## config.mk

```make
export PLATFORM = sky130hd
export DESIGN_NAME = dram_prefetch_ctrl
export DESIGN_NICKNAME = d
export VERILOG_FILES = /design/src/rtl/pf_pkg.sv /design/src/rtl/pf_fifo.sv /design/src/rtl/pf_regs.sv /design/src/rtl/pf_rdport.sv /design/src/rtl/pf_seq.sv /design/src/rtl/dram_prefetch_ctrl.sv
export SDC_FILE = /design/constraint.sdc
export NUM_CORES = 1
export LEC_CHECK = 0
export BUFFER_PORTS_ARGS = -buffer_cell sky130_fd_sc_hd__buf_2
export CAP_MARGIN = 10
export CORE_MARGIN = 2
export CORE_UTILIZATION = 60
export DETAILED_ROUTE_END_ITERATION = 6
export PLACE_DENSITY = 0.82
export SLEW_MARGIN = 0
export SYNTH_ARGS = -nofsm -noshare
export SYNTH_HDL_FRONTEND = slang
export SYNTH_HIERARCHICAL = 1
export SYNTH_SLANG_ARGS = --single-unit
export TNS_END_PERCENT = 1
```

## constraint.sdc

```tcl
create_clock -name clk -period 5.2 [get_ports clk]
set_clock_uncertainty 0.1 [all_clocks]
set_input_delay 1.04 -clock clk [delete_from_list [all_inputs] [get_ports clk]]
set_output_delay 1.04 -clock clk [all_outputs]
set_load 0.05 [all_outputs]
```

## src/rtl/pf_pkg.sv

```systemverilog
// Package: shared types and codes for the prefetch DRAM controller.
// Assumes: nothing beyond IEEE 1800-2017.
package pf_pkg;

    // Sequencer states of the DRAM command side.
    typedef enum logic [1:0] {
        SQ_IDLE  = 2'd0,
        SQ_FILL  = 2'd1,
        SQ_WRITE = 2'd2
    } seq_state_t;

    // Transfer-mode code under which host reads and writes are served.
    localparam logic [1:0] MODE_HOST = 2'd0;

endpackage

```

## src/rtl/pf_fifo.sv

```systemverilog
// Module: pf_fifo
// A circular word buffer with a synchronous clear, holding prefetched DRAM words.
// Assumes: the caller never pushes when full, never pops when empty, and
// never asserts clr together with push or pop.
module pf_fifo #(
    parameter int DW    = 32,
    parameter int DEPTH = 16
) (
    input  logic          clk,
    input  logic          rst_n,
    input  logic          push,
    input  logic [DW-1:0] wdata,
    input  logic          pop,
    input  logic          clr,
    output logic [DW-1:0] rdata,
    output logic          empty,
    output logic          full
);
    localparam int PW = (DEPTH > 1) ? $clog2(DEPTH) : 1;
    localparam int CW = $clog2(DEPTH + 1);
    localparam bit POW2 = (DEPTH == (1 << PW));

    logic [DW-1:0] store [DEPTH];
    logic [PW-1:0] wptr_q, rptr_q, wptr_nx, rptr_nx;
    logic [CW-1:0] cnt_q;

    // Pointer advance: natural wrap for power-of-two depths, compare otherwise.
    generate
        if (POW2) begin : g_wrap_pow2
            assign wptr_nx = wptr_q + PW'(1);
            assign rptr_nx = rptr_q + PW'(1);
        end else begin : g_wrap_cmp
            assign wptr_nx = (wptr_q == PW'(DEPTH - 1)) ? '0 : wptr_q + PW'(1);
            assign rptr_nx = (rptr_q == PW'(DEPTH - 1)) ? '0 : rptr_q + PW'(1);
        end
    endgenerate

    // Track pointers and occupancy; clear empties the buffer at once.
    always_ff @(posedge clk) begin
        if (!rst_n) begin
            wptr_q <= '0;
            rptr_q <= '0;
            cnt_q  <= '0;
        end else if (clr) begin
            wptr_q <= '0;
            rptr_q <= '0;
            cnt_q  <= '0;
        end else begin
            if (push) wptr_q <= wptr_nx;
            if (pop)  rptr_q <= rptr_nx;
            cnt_q <= cnt_q + CW'(push) - CW'(pop);
        end
    end

    // Store incoming words; storage itself needs no reset.
    always_ff @(posedge clk) begin
        if (push) store[wptr_q] <= wdata;
    end

    assign rdata = store[rptr_q];
    assign empty = (cnt_q == '0);
    assign full  = (cnt_q == CW'(DEPTH));

    AST_NO_OVERFLOW: assert property (@(posedge clk) disable iff (!rst_n)
        push |-> !full);
    AST_NO_UNDERFLOW: assert property (@(posedge clk) disable iff (!rst_n)
        pop |-> !empty);
    AST_CLR_EMPTIES: assert property (@(posedge clk) disable iff (!rst_n)
        clr |=> empty);

endmodule

```

## src/rtl/pf_regs.sv

```systemverilog
// Module: pf_regs
// Holds the current DRAM address and transfer mode. The address advances on
// every completed DRAM word. Loads are honoured only while both ready bits are high.
// Assumes: step is never high while both ready bits are high.
module pf_regs #(
    parameter int AW = 20,
    parameter int MW = 2
) (
    input  logic          clk,
    input  logic          rst_n,
    input  logic          addr_ld,
    input  logic [AW-1:0] addr_in,
    input  logic          mode_ld,
    input  logic [MW-1:0] mode_in,
    input  logic          both_ready,
    input  logic          step,
    output logic [AW-1:0] cur_addr,
    output logic [MW-1:0] cur_mode
);
    logic [AW-1:0] addr_q;
    logic [MW-1:0] mode_q;

    // Address register: gated load, otherwise post-increment per DRAM word.
    always_ff @(posedge clk) begin
        if (!rst_n) begin
            addr_q <= '0;
        end else if (addr_ld && both_ready) begin
            addr_q <= addr_in;
        end else if (step) begin
            addr_q <= addr_q + AW'(1);
        end
    end

    // Mode register: gated load only.
    always_ff @(posedge clk) begin
        if (!rst_n) begin
            mode_q <= '0;
        end else if (mode_ld && both_ready) begin
            mode_q <= mode_in;
        end
    end

    assign cur_addr = addr_q;
    assign cur_mode = mode_q;

    AST_ADDR_HOLD: assert property (@(posedge clk) disable iff (!rst_n)
        (!both_ready && !step) |=> $stable(cur_addr));
    AST_MODE_HOLD: assert property (@(posedge clk) disable iff (!rst_n)
        !both_ready |=> $stable(cur_mode));

endmodule

```

## src/rtl/pf_rdport.sv

```systemverilog
// Module: pf_rdport
// Host read side. It answers pop requests from the FIFO and holds one request
// that found the FIFO empty, asking the sequencer for a fill.
// Assumes: a same-cycle flush makes the FIFO count as empty for this cycle.
module pf_rdport #(
    parameter int DW = 32
) (
    input  logic          clk,
    input  logic          rst_n,
    input  logic          rd_req,
    input  logic          flush_act,
    input  logic          fifo_empty,
    input  logic [DW-1:0] fifo_rdata,
    output logic          pop,
    output logic          fill_need,
    output logic          pend,
    output logic          rd_valid,
    output logic [DW-1:0] rd_data
);
    logic          pend_q;
    logic          valid_q;
    logic [DW-1:0] data_q;
    logic          serve;
    logic          eff_empty;

    // Decide whether a live request pops now or must wait for a fill.
    always_comb begin
        serve     = pend_q || rd_req;
        eff_empty = fifo_empty || flush_act;
        pop       = serve && !eff_empty;
        fill_need = serve && eff_empty;
    end

    // Hold a request that could not be served from the FIFO.
    always_ff @(posedge clk) begin
        if (!rst_n) begin
            pend_q <= 1'b0;
        end else if (pop) begin
            pend_q <= 1'b0;
        end else if (rd_req) begin
            pend_q <= 1'b1;
        end
    end

    // Register the popped word and its valid pulse.
    always_ff @(posedge clk) begin
        if (!rst_n) begin
            valid_q <= 1'b0;
            data_q  <= '0;
        end else begin
            valid_q <= pop;
            if (pop) data_q <= fifo_rdata;
        end
    end

    assign pend     = pend_q;
    assign rd_valid = valid_q;
    assign rd_data  = data_q;

    AST_PEND_SERVED: assert property (@(posedge clk) disable iff (!rst_n)
        (pend_q && !fifo_empty && !flush_act) |=> rd_valid);

endmodule

```

## src/rtl/pf_seq.sv

```systemverilog
// Module: pf_seq
// DRAM command sequencer. It runs 16-word fills and single-word writes, one
// command outstanding at a time, and judges every host write as accepted or refused.
// Assumes: mem_ack arrives only while mem_req is high.
module pf_seq #(
    parameter int DW    = 32,
    parameter int AW    = 20,
    parameter int DEPTH = 16
) (
    input  logic          clk,
    input  logic          rst_n,
    input  logic          wr_req,
    input  logic [DW-1:0] wr_data,
    input  logic          fill_need,
    input  logic          fifo_empty,
    input  logic          mem_ack,
    input  logic [AW-1:0] mem_addr,
    output logic          mem_req,
    output logic          mem_we,
    output logic [DW-1:0] mem_wdata,
    output logic          push,
    output logic          step,
    output logic          rd_ready,
    output logic          wr_ready,
    output logic          wr_err
);
    import pf_pkg::*;

    localparam int FCW = (DEPTH > 1) ? $clog2(DEPTH) : 1;

    seq_state_t    state_q, state_nx;
    logic [FCW-1:0] fcnt_q;
    logic [DW-1:0] wdata_q;
    logic          err_q;
    logic          last_word;
    logic          wr_accept;

    // Write acceptance: idle, empty FIFO, and no read live or waiting.
    always_comb begin
        wr_accept = wr_req && (state_q == SQ_IDLE) && fifo_empty && !fill_need;
        last_word = (fcnt_q == FCW'(DEPTH - 1));
    end

    // Next-state choice; a waiting read wins over a write.
    always_comb begin
        state_nx = state_q;
        case (state_q)
            SQ_IDLE: begin
                if (fill_need)      state_nx = SQ_FILL;
                else if (wr_accept) state_nx = SQ_WRITE;
            end
            SQ_FILL: begin
                if (mem_ack && last_word) state_nx = SQ_IDLE;
            end
            SQ_WRITE: begin
                if (mem_ack) state_nx = fill_need ? SQ_FILL : SQ_IDLE;
            end
            default: state_nx = SQ_IDLE;
        endcase
    end

    // State register.
    always_ff @(posedge clk) begin
        if (!rst_n) state_q <= SQ_IDLE;
        else        state_q <= state_nx;
    end

    // Burst word counter: cleared on entry, bumped per fetched word.
    always_ff @(posedge clk) begin
        if (!rst_n) begin
            fcnt_q <= '0;
        end else if (state_q != SQ_FILL) begin
            fcnt_q <= '0;
        end else if (mem_ack) begin
            fcnt_q <= fcnt_q + FCW'(1);
        end
    end

    // Capture write data at acceptance so it stays stable while requested.
    always_ff @(posedge clk) begin
        if (!rst_n)         wdata_q <= '0;
        else if (wr_accept) wdata_q <= wr_data;
    end

    // Sticky refusal flag.
    always_ff @(posedge clk) begin
        if (!rst_n)                    err_q <= 1'b0;
        else if (wr_req && !wr_accept) err_q <= 1'b1;
    end

    assign mem_req   = (state_q != SQ_IDLE);
    assign mem_we    = (state_q == SQ_WRITE);
    assign mem_wdata = wdata_q;
    assign push      = (state_q == SQ_FILL) && mem_ack;
    assign step      = mem_ack;
    assign rd_ready  = (state_q != SQ_FILL);
    assign wr_ready  = (state_q != SQ_WRITE);
    assign wr_err    = err_q;

    AST_REQ_HOLD: assert property (@(posedge clk) disable iff (!rst_n)
        (mem_req && !mem_ack) |=> (mem_req && $stable(mem_addr) && $stable(mem_we)));
    AST_FILL_ADDR_STEP: assert property (@(posedge clk) disable iff (!rst_n)
        (push && !last_word) |=> (mem_addr == $past(mem_addr) + AW'(1)));
    AST_WE_ONLY_EMPTY: assert property (@(posedge clk) disable iff (!rst_n)
        (mem_req && mem_we) |-> fifo_empty);
    AST_ERR_STICKY: assert property (@(posedge clk) disable iff (!rst_n)
        wr_err |=> wr_err);
    AST_READY_ONEHOT: assert property (@(posedge clk) disable iff (!rst_n)
        $onehot0({!rd_ready, !wr_ready}));

endmodule

```

## src/rtl/dram_prefetch_ctrl.sv

```systemverilog
// Module: dram_prefetch_ctrl (top)
// Host-mode DRAM access with a 16-word read prefetch FIFO, flush, gated
// address and mode loads, and refusal of writes while data is buffered.
// Assumes: the DRAM side acknowledges each held request exactly once.
module dram_prefetch_ctrl #(
    parameter int DW    = 32,
    parameter int AW    = 20,
    parameter int MW    = 2,
    parameter int DEPTH = 16
) (
    input  logic          clk,
    input  logic          rst_n,
    input  logic          host_rd_req,
    output logic          host_rd_valid,
    output logic [DW-1:0] host_rd_data,
    input  logic          host_wr_req,
    input  logic [DW-1:0] host_wr_data,
    input  logic          host_flush,
    input  logic          host_addr_ld,
    input  logic [AW-1:0] host_addr,
    input  logic          host_mode_ld,
    input  logic [MW-1:0] host_mode,
    output logic          rd_ready,
    output logic          wr_ready,
    output logic          wr_err,
    output logic [AW-1:0] cur_addr,
    output logic [MW-1:0] cur_mode,
    output logic          mem_req,
    output logic          mem_we,
    output logic [AW-1:0] mem_addr,
    output logic [DW-1:0] mem_wdata,
    input  logic          mem_ack,
    input  logic [DW-1:0] mem_rdata
);
    import pf_pkg::*;

    logic          in_host;
    logic          rd_req_h, wr_req_h, flush_act;
    logic          pop, push, fill_need, pend, step;
    logic          fifo_empty, fifo_full;
    logic [DW-1:0] fifo_rdata;

    // Qualify host requests by mode; a flush acts only outside a fill.
    always_comb begin
        in_host   = (cur_mode == MW'(MODE_HOST));
        rd_req_h  = host_rd_req && in_host;
        wr_req_h  = host_wr_req && in_host;
        flush_act = host_flush && rd_ready;
    end

    pf_fifo #(.DW(DW), .DEPTH(DEPTH)) u_fifo (
        .clk   (clk),
        .rst_n (rst_n),
        .push  (push),
        .wdata (mem_rdata),
        .pop   (pop),
        .clr   (flush_act),
        .rdata (fifo_rdata),
        .empty (fifo_empty),
        .full  (fifo_full)
    );

    pf_rdport #(.DW(DW)) u_rdport (
        .clk        (clk),
        .rst_n      (rst_n),
        .rd_req     (rd_req_h),
        .flush_act  (flush_act),
        .fifo_empty (fifo_empty),
        .fifo_rdata (fifo_rdata),
        .pop        (pop),
        .fill_need  (fill_need),
        .pend       (pend),
        .rd_valid   (host_rd_valid),
        .rd_data    (host_rd_data)
    );

    pf_seq #(.DW(DW), .AW(AW), .DEPTH(DEPTH)) u_seq (
        .clk        (clk),
        .rst_n      (rst_n),
        .wr_req     (wr_req_h),
        .wr_data    (host_wr_data),
        .fill_need  (fill_need),
        .fifo_empty (fifo_empty),
        .mem_ack    (mem_ack),
        .mem_addr   (mem_addr),
        .mem_req    (mem_req),
        .mem_we     (mem_we),
        .mem_wdata  (mem_wdata),
        .push       (push),
        .step       (step),
        .rd_ready   (rd_ready),
        .wr_ready   (wr_ready),
        .wr_err     (wr_err)
    );

    pf_regs #(.AW(AW), .MW(MW)) u_regs (
        .clk        (clk),
        .rst_n      (rst_n),
        .addr_ld    (host_addr_ld),
        .addr_in    (host_addr),
        .mode_ld    (host_mode_ld),
        .mode_in    (host_mode),
        .both_ready (rd_ready && wr_ready),
        .step       (step),
        .cur_addr   (cur_addr),
        .cur_mode   (cur_mode)
    );

    assign mem_addr = cur_addr;

    AST_FILL_NOT_FULL: assert property (@(posedge clk) disable iff (!rst_n)
        $rose(mem_req) && !mem_we |-> fifo_empty && !fifo_full);
    AST_NO_CMD_OFF_MODE: assert property (@(posedge clk) disable iff (!rst_n)
        (!in_host && !mem_req && !pend) |=> !mem_req);

endmodule

```

* Word level (Yosys, flattened, before mapping)
Memory sizes are Yosys's and may differ from the RTL's. A register that Yosys moved wholly into a read port is not among the register bits.
Index checks and enable logic that the tools add are counted.
** Storage, ports and cells
- Memories :: 1
- Output and inout port bits :: 112
- Flip-flop bits (word level) :: 76
- Bits in writable memories :: 512
- Logic and storage cells :: 66
- Input bits :: 94
** Operators by class
- Add/sub/neg operators :: 6
- Equality and inequality tests :: 8
- Reduce and logical (&&, ||, !) cells :: 29
- Mux-type cells :: 10
- Bitwise operators :: 1
** Memory list
- u_fifo.store :: words 16, bits a word 32, rd ports 1, clocked after Yosys merged registers in 1, wr ports 1, line pf_fifo.sv:23 : logic [DW-1:0] store [DEPTH];
** Operators by type and width (count)
- 20-bit two-way mux :: 2
- 20-bit by 1-bit adder with 20-bit output (second input constant) :: 1
- 1-bit logical AND :: 14
- 4-bit by 1-bit adder with 4-bit output (second input constant) :: 3
- 2-bit two-way mux :: 4
- 2-bit by 1-bit inequality test with 1-bit output (second input constant) :: 3
- 2-bit one-hot mux with 3 select lines :: 1
- 2-bit OR reduction :: 3
- 5-bit by 1-bit adder with 5-bit output :: 1
- 5-bit logical NOT :: 1
- 5-bit by 1-bit subtractor with 5-bit output :: 1
- 4-bit == test (second input constant) :: 1
- 1-bit logical NOT :: 4
- 2-bit logical NOT :: 2
- 2-bit nonzero test :: 2
- 1-bit two-way mux :: 3
- 3-bit by 1-bit inequality test with 1-bit output (second input constant) :: 1
- 3-bit AND reduction :: 1
- 2-bit by 1-bit == test with 1-bit output (second input constant) :: 1
- 2-bit == test (second input constant) :: 1
- 1-bit logical OR :: 2
- 2-bit inequality test (second input constant) :: 1
- 1-bit NOT :: 1

* Longest topological paths before layout
- Word-level depth :: 9
- Depth in mapped cells :: 15
- Gate-level depth less buffers :: 13

* Hierarchy
Netlist, hierarchy kept.
** By module, submodules not included
- pf_fifo :: instances 1, area an instance 19995.4 µm², seq. area each 15715.1 µm², cells each 884
- pf_seq :: instances 1, area an instance 1641.6 µm², seq. area each 780.7 µm², cells each 179
- pf_rdport :: instances 1, area an instance 1383.8 µm², seq. area each 680.7 µm², cells each 147
- pf_regs :: instances 1, area an instance 1159.9 µm², seq. area each 440.4 µm², cells each 142
- dram_prefetch_ctrl :: instances 1, area an instance 177.7 µm², seq. area each 0.0 µm², cells each 24

* Worst setup path after synthesis
Ideal clock, no wire load.
- Path kind :: input-to-reg
- From :: input host_rd_req
- To :: register u_fifo.cnt_q[4]
- Path buffers :: 2
- Setup slack :: 1855 ps
- Arrival :: 3124 ps
- Required time :: 4979 ps
- Stages on the path :: 14
- Setup time :: 121 ps
- Cell sequence :: nor3b_1 -> nor2_2 -> nor3_2 -> buf_6 -> buf_12 -> ha_1 -> inv_1 -> ha_1 -> inv_1 -> fa_1 -> nand2b_1 -> a21oi_1 -> o21ai_0 -> nor3b_1
** On the way
- Word-level cells in the longest chain between the ends :: 4
** RTL lines
- start, declared :: line dram_prefetch_ctrl.sv:13 : input logic host_rd_req,
- 1-bit logical AND :: line dram_prefetch_ctrl.sv:46 : rd_req_h = host_rd_req && in_host;
- 1-bit logical OR :: line pf_rdport.sv:28 : serve = pend_q || rd_req;
- 1-bit logical AND :: line pf_rdport.sv:30 : pop = serve && !eff_empty;
- named net pop :: line dram_prefetch_ctrl.sv:39 : logic pop, push, fill_need, pend, step;
- 5-bit by 1-bit subtractor with 5-bit output :: line pf_fifo.sv:51 : cnt_q <= cnt_q + CW'(push) - CW'(pop);
- end signal, assigned :: line pf_fifo.sv:51
- end, declared :: line pf_fifo.sv:25 : logic [CW-1:0] cnt_q;
The timed path passes the listed nets, and every way through them passes these cells.
A chain may end at the register's enable or synchronous reset.

* Worst setup path in the final report
- From :: register u_fifo.cnt_q[2]
- To :: register u_fifo.cnt_q[4]
** On the way
- Word-level cells in the longest chain between the ends :: 5
- Elaborated cells between the ends (all ways) :: 6
- Classes of those cells :: add/sub (2); reduce/logical (4)
** RTL lines
- 5-bit logical NOT :: line pf_fifo.sv:61 : assign empty = (cnt_q == '0);
- named net fifo_empty :: line dram_prefetch_ctrl.sv:40 : logic fifo_empty, fifo_full;
- 1-bit logical OR :: line pf_rdport.sv:29 : eff_empty = fifo_empty || flush_act;
- 1-bit logical NOT :: line pf_rdport.sv:30
- 1-bit logical AND :: line pf_rdport.sv:30
- named net pop :: line dram_prefetch_ctrl.sv:39
- 5-bit by 1-bit subtractor with 5-bit output :: line pf_fifo.sv:51
The timed path passes the listed nets, and every way through them passes these cells.

==> summary.txt <==
Status
  • Status: finished, final reports clean

GRT
  • Total Routing Usage GR: 0.2573
  • Global-route wire length before repair: 79980 um
  • Largest net degree at the start of global routing: 93
  • Initial antenna violation count: 1
  • Vias in the first global route: 13.59k
  • Total global routing overflow: 0

Power and ir drop
  • Combinational share of power: 0.203
  • Switching Fraction: 0.2984
  • Reg power frac: 0.459
  • Pwr dens: 466.5 nW/um^2
  • P_leak: 0.009276 uW
  • Clock power share: 0.338
  • Maximum VDD drop: 398.1 uV
  • Internal power: 9021 uW
  • Total power: 12860 uW
  • Net Switching: 3837 uW

Yosys
  • Netlist Area Pre-Place: 24350 um^2
  • Ys Warns: 6
  • Mapped Cells: 1375
  • Mean Syn Cell Area: 17.71 um^2
  • Post-synth net total: 1483

Cells and area
  • NumNets Final: 1659
  • Fraction of layout cells with a size suffix above 1: 0.2884
  • Synthesis-to-layout area growth: 13.19%

Hold path
  • Worst hold-check path type: register to register
  • Worst Hold Path EP: u_rdport/rd_data[12]$_SDFFE_PN0P_
  • Worst Hold Depth: 2
  • HP Start: u_rdport/rd_data[12]$_SDFFE_PN0P_

Drt
  • Routed len/inst: 25.08 um
  • Vias per cell: 6.227
  • First-pass iteration count of the detailed router: 7
  • WL final: 53380 um
  • Initial drt markers: 1475
  • Post-route DRC: 0
  • ANT nets after route: 0
  • Vias: 13.25k

Timing
  • Final setup violation count: 0
  • Fin crit share: 0.6102
  • Worst Tran Pin Value: 1.175 ns
  • Worst slew margin: 0.2149
  • Final Hold Vio Count: 0
  • Min cycle time layout: 3.173 ns
  • Max Fclk: 0.3152 GHz
  • Fin Setup TNS: 0 ns
  • Slew Viols, Final: 0
  • Unrepaired setup endpoints after global routing: false
  • Setup slack after layout: 2.027 ns

Clock network
  • Reg clk slew, reported paths: 0.06 ns
  • Worst-Skew Late Latency: 0.64 ns
  • Cts bufs inserted: 59
  • Post-CTS Setup Bufs: 0
  • CTS tree: built
  • Cts hold-fix bufs: 0
  • Clock sinks: 624
  • Max Root-Sink Buffers: 3
  • Post-CTS Resized: 0
  • H-tree depth: 2
  • Clk Tree Root Cell: clkbuf_16

Setup path
  • Reg2reg path depth: 13
  • Worst path slowest cell: nor4b_1
  • Critical Path RT: 5.58 ns
  • Worst Path Max Fanout: 3
  • R2r setup slk: 2.03 ns
  • Crit path kind: register to register
  • Critical Path End Type: register
  • RR Startpoint: u_fifo/cnt_q[2]$_SDFF_PP0_
  • Worst r2r dst: u_fifo/cnt_q[4]$_SDFF_PP0_
  • Setup crit start kind: register
  • Critical Path, Cell by Cell: inv_1, ha_1, nor4b_1, nor3_4, ha_1, inv_1, ha_1, inv_1, fa_1, nand2b_1, a21oi_1, o21ai_0, nor3b_1
  • Crit-path max cell delay: 0.73 ns
  • Arrival time at the worst endpoint: 3.56 ns

Die
  • Die Wd: 205.5 um
  • Chip Height: 205.5 um
  • Die area: 42210 um^2
  • I/O pins: 206
  • Cell Rows: 73
  • CORE AREA: 39910 um^2
  • Initial Util: 0.6100

Place
  • Port bufs: 205
  • Dpl ws: 1.730 ns
  • Final GP Congestion: 0.8510
  • HPWL after DPL: 28810 um

Flow run
  • Max Cap Viol: 0
## worst max-delay path by stage
stage | slack, ns | cells past startpoint | from | end
after floorplan | 1.86 | 14 | host_rd_req | u_fifo/cnt_q[4]$_SDFF_PP0_
after global placement | 1.87 | 4 | mem_ack | u_fifo/store[0][14]$_DFFE_PP_
after detailed placement | 1.73 | 4 | mem_ack | u_fifo/store[1][14]$_DFFE_PP_
after CTS | 2.03 | 13 | u_fifo/cnt_q[2]$_SDFF_PP0_ | u_fifo/cnt_q[4]$_SDFF_PP0_
after global routing | 1.85 | 13 | u_fifo/cnt_q[3]$_SDFF_PP0_ | u_fifo/cnt_q[4]$_SDFF_PP0_
final | 2.03 | 13 | u_fifo/cnt_q[2]$_SDFF_PP0_ | u_fifo/cnt_q[4]$_SDFF_PP0_
## per-stage QoR
step,instance area [um^2],util,std cells,hold slack [ns]
after global routing,27560,0.6905,2128,0.3697
after CTS,27560,0.6904,2127,0.3572
after detailed placement,25570,0.6406,2015,0.3456
final,27560,0.6905,2128,0.3562
after floorplan,24350,-,1375,0.3789
after global placement,25570,0.6406,2015,0.3361
## sequential cells by signal, indices dropped and copies added (netlist names), 4 cells and up, named ones only
register / cells
u_fifo/cnt_q: 5
u_seq/fcnt_q: 4
u_regs/cur_addr: 20
u_fifo/rptr_q: 4
u_fifo/store: 512
u_rdport/rd_data: 32
u_seq/mem_wdata: 32
u_fifo/wptr_q: 4
## metal layers
metal | part of all wire | wire [um] | up-vias | global-route usage
met1 | 0.39 | 20690 | 6773 | 0.3285
met2 | 0.51 | 27010 | 692 | 0.4400
met4 | 0.027 | 1456 | 0 | 0.09096
li1 | - | - | 5681 | -
met3 | 0.079 | 4229 | 105 | 0.05559
met5 | 0 | 0 | - | 0
## power by group through the flow
stage | clock, uW | sequential (uW) | combinational, uW
final | 4350 | 5900 | 2610
after global routing | 4590 | 5940 | 2780
after CTS | 4420 | 5900 | 2620
after detailed placement | 0 | 6000 | 2590
after global placement | 0 | 5980 | 2540
after floorplan | 0 | 6530 | 1580
## layout by cell type, fill, tap and decap left out, types with 17 or more instances in the layout
master	count
a22oi_1	65
buf_2	204
clkbuf_16	59
dfxtp_1	110
edfxtp_1	512
inv_1	17
mux2i_1	68
mux4_2	128
nand2_1	186
nor2_1	22
o21ai_0	23
## final cells by class
cell class                      count  area [um^2]
Antenna cell                        1        2.502
Clock buffer                       70         1528
Clock inverter                     42        461.7
Fill cell                        2427        12350
Inverter                           17        63.81
Multi-Input combinational cell    635         6102
Sequential cell                   624        17620
Tap cell                          525        656.9
Timing Repair Buffer              214         1121
## critical path, delay by kind of cell (launching register included)
family,cells,cell delay (ns)
AO/OA/AOI/OAI,2,0.27
adder cells (fa/ha/maj),4,1.01
AND/OR/NAND/NOR,4,1.12
buffers and inverters,3,0.20
flip-flops,1,0.32
No activity file was read; power rests on OpenSTA's default activity.
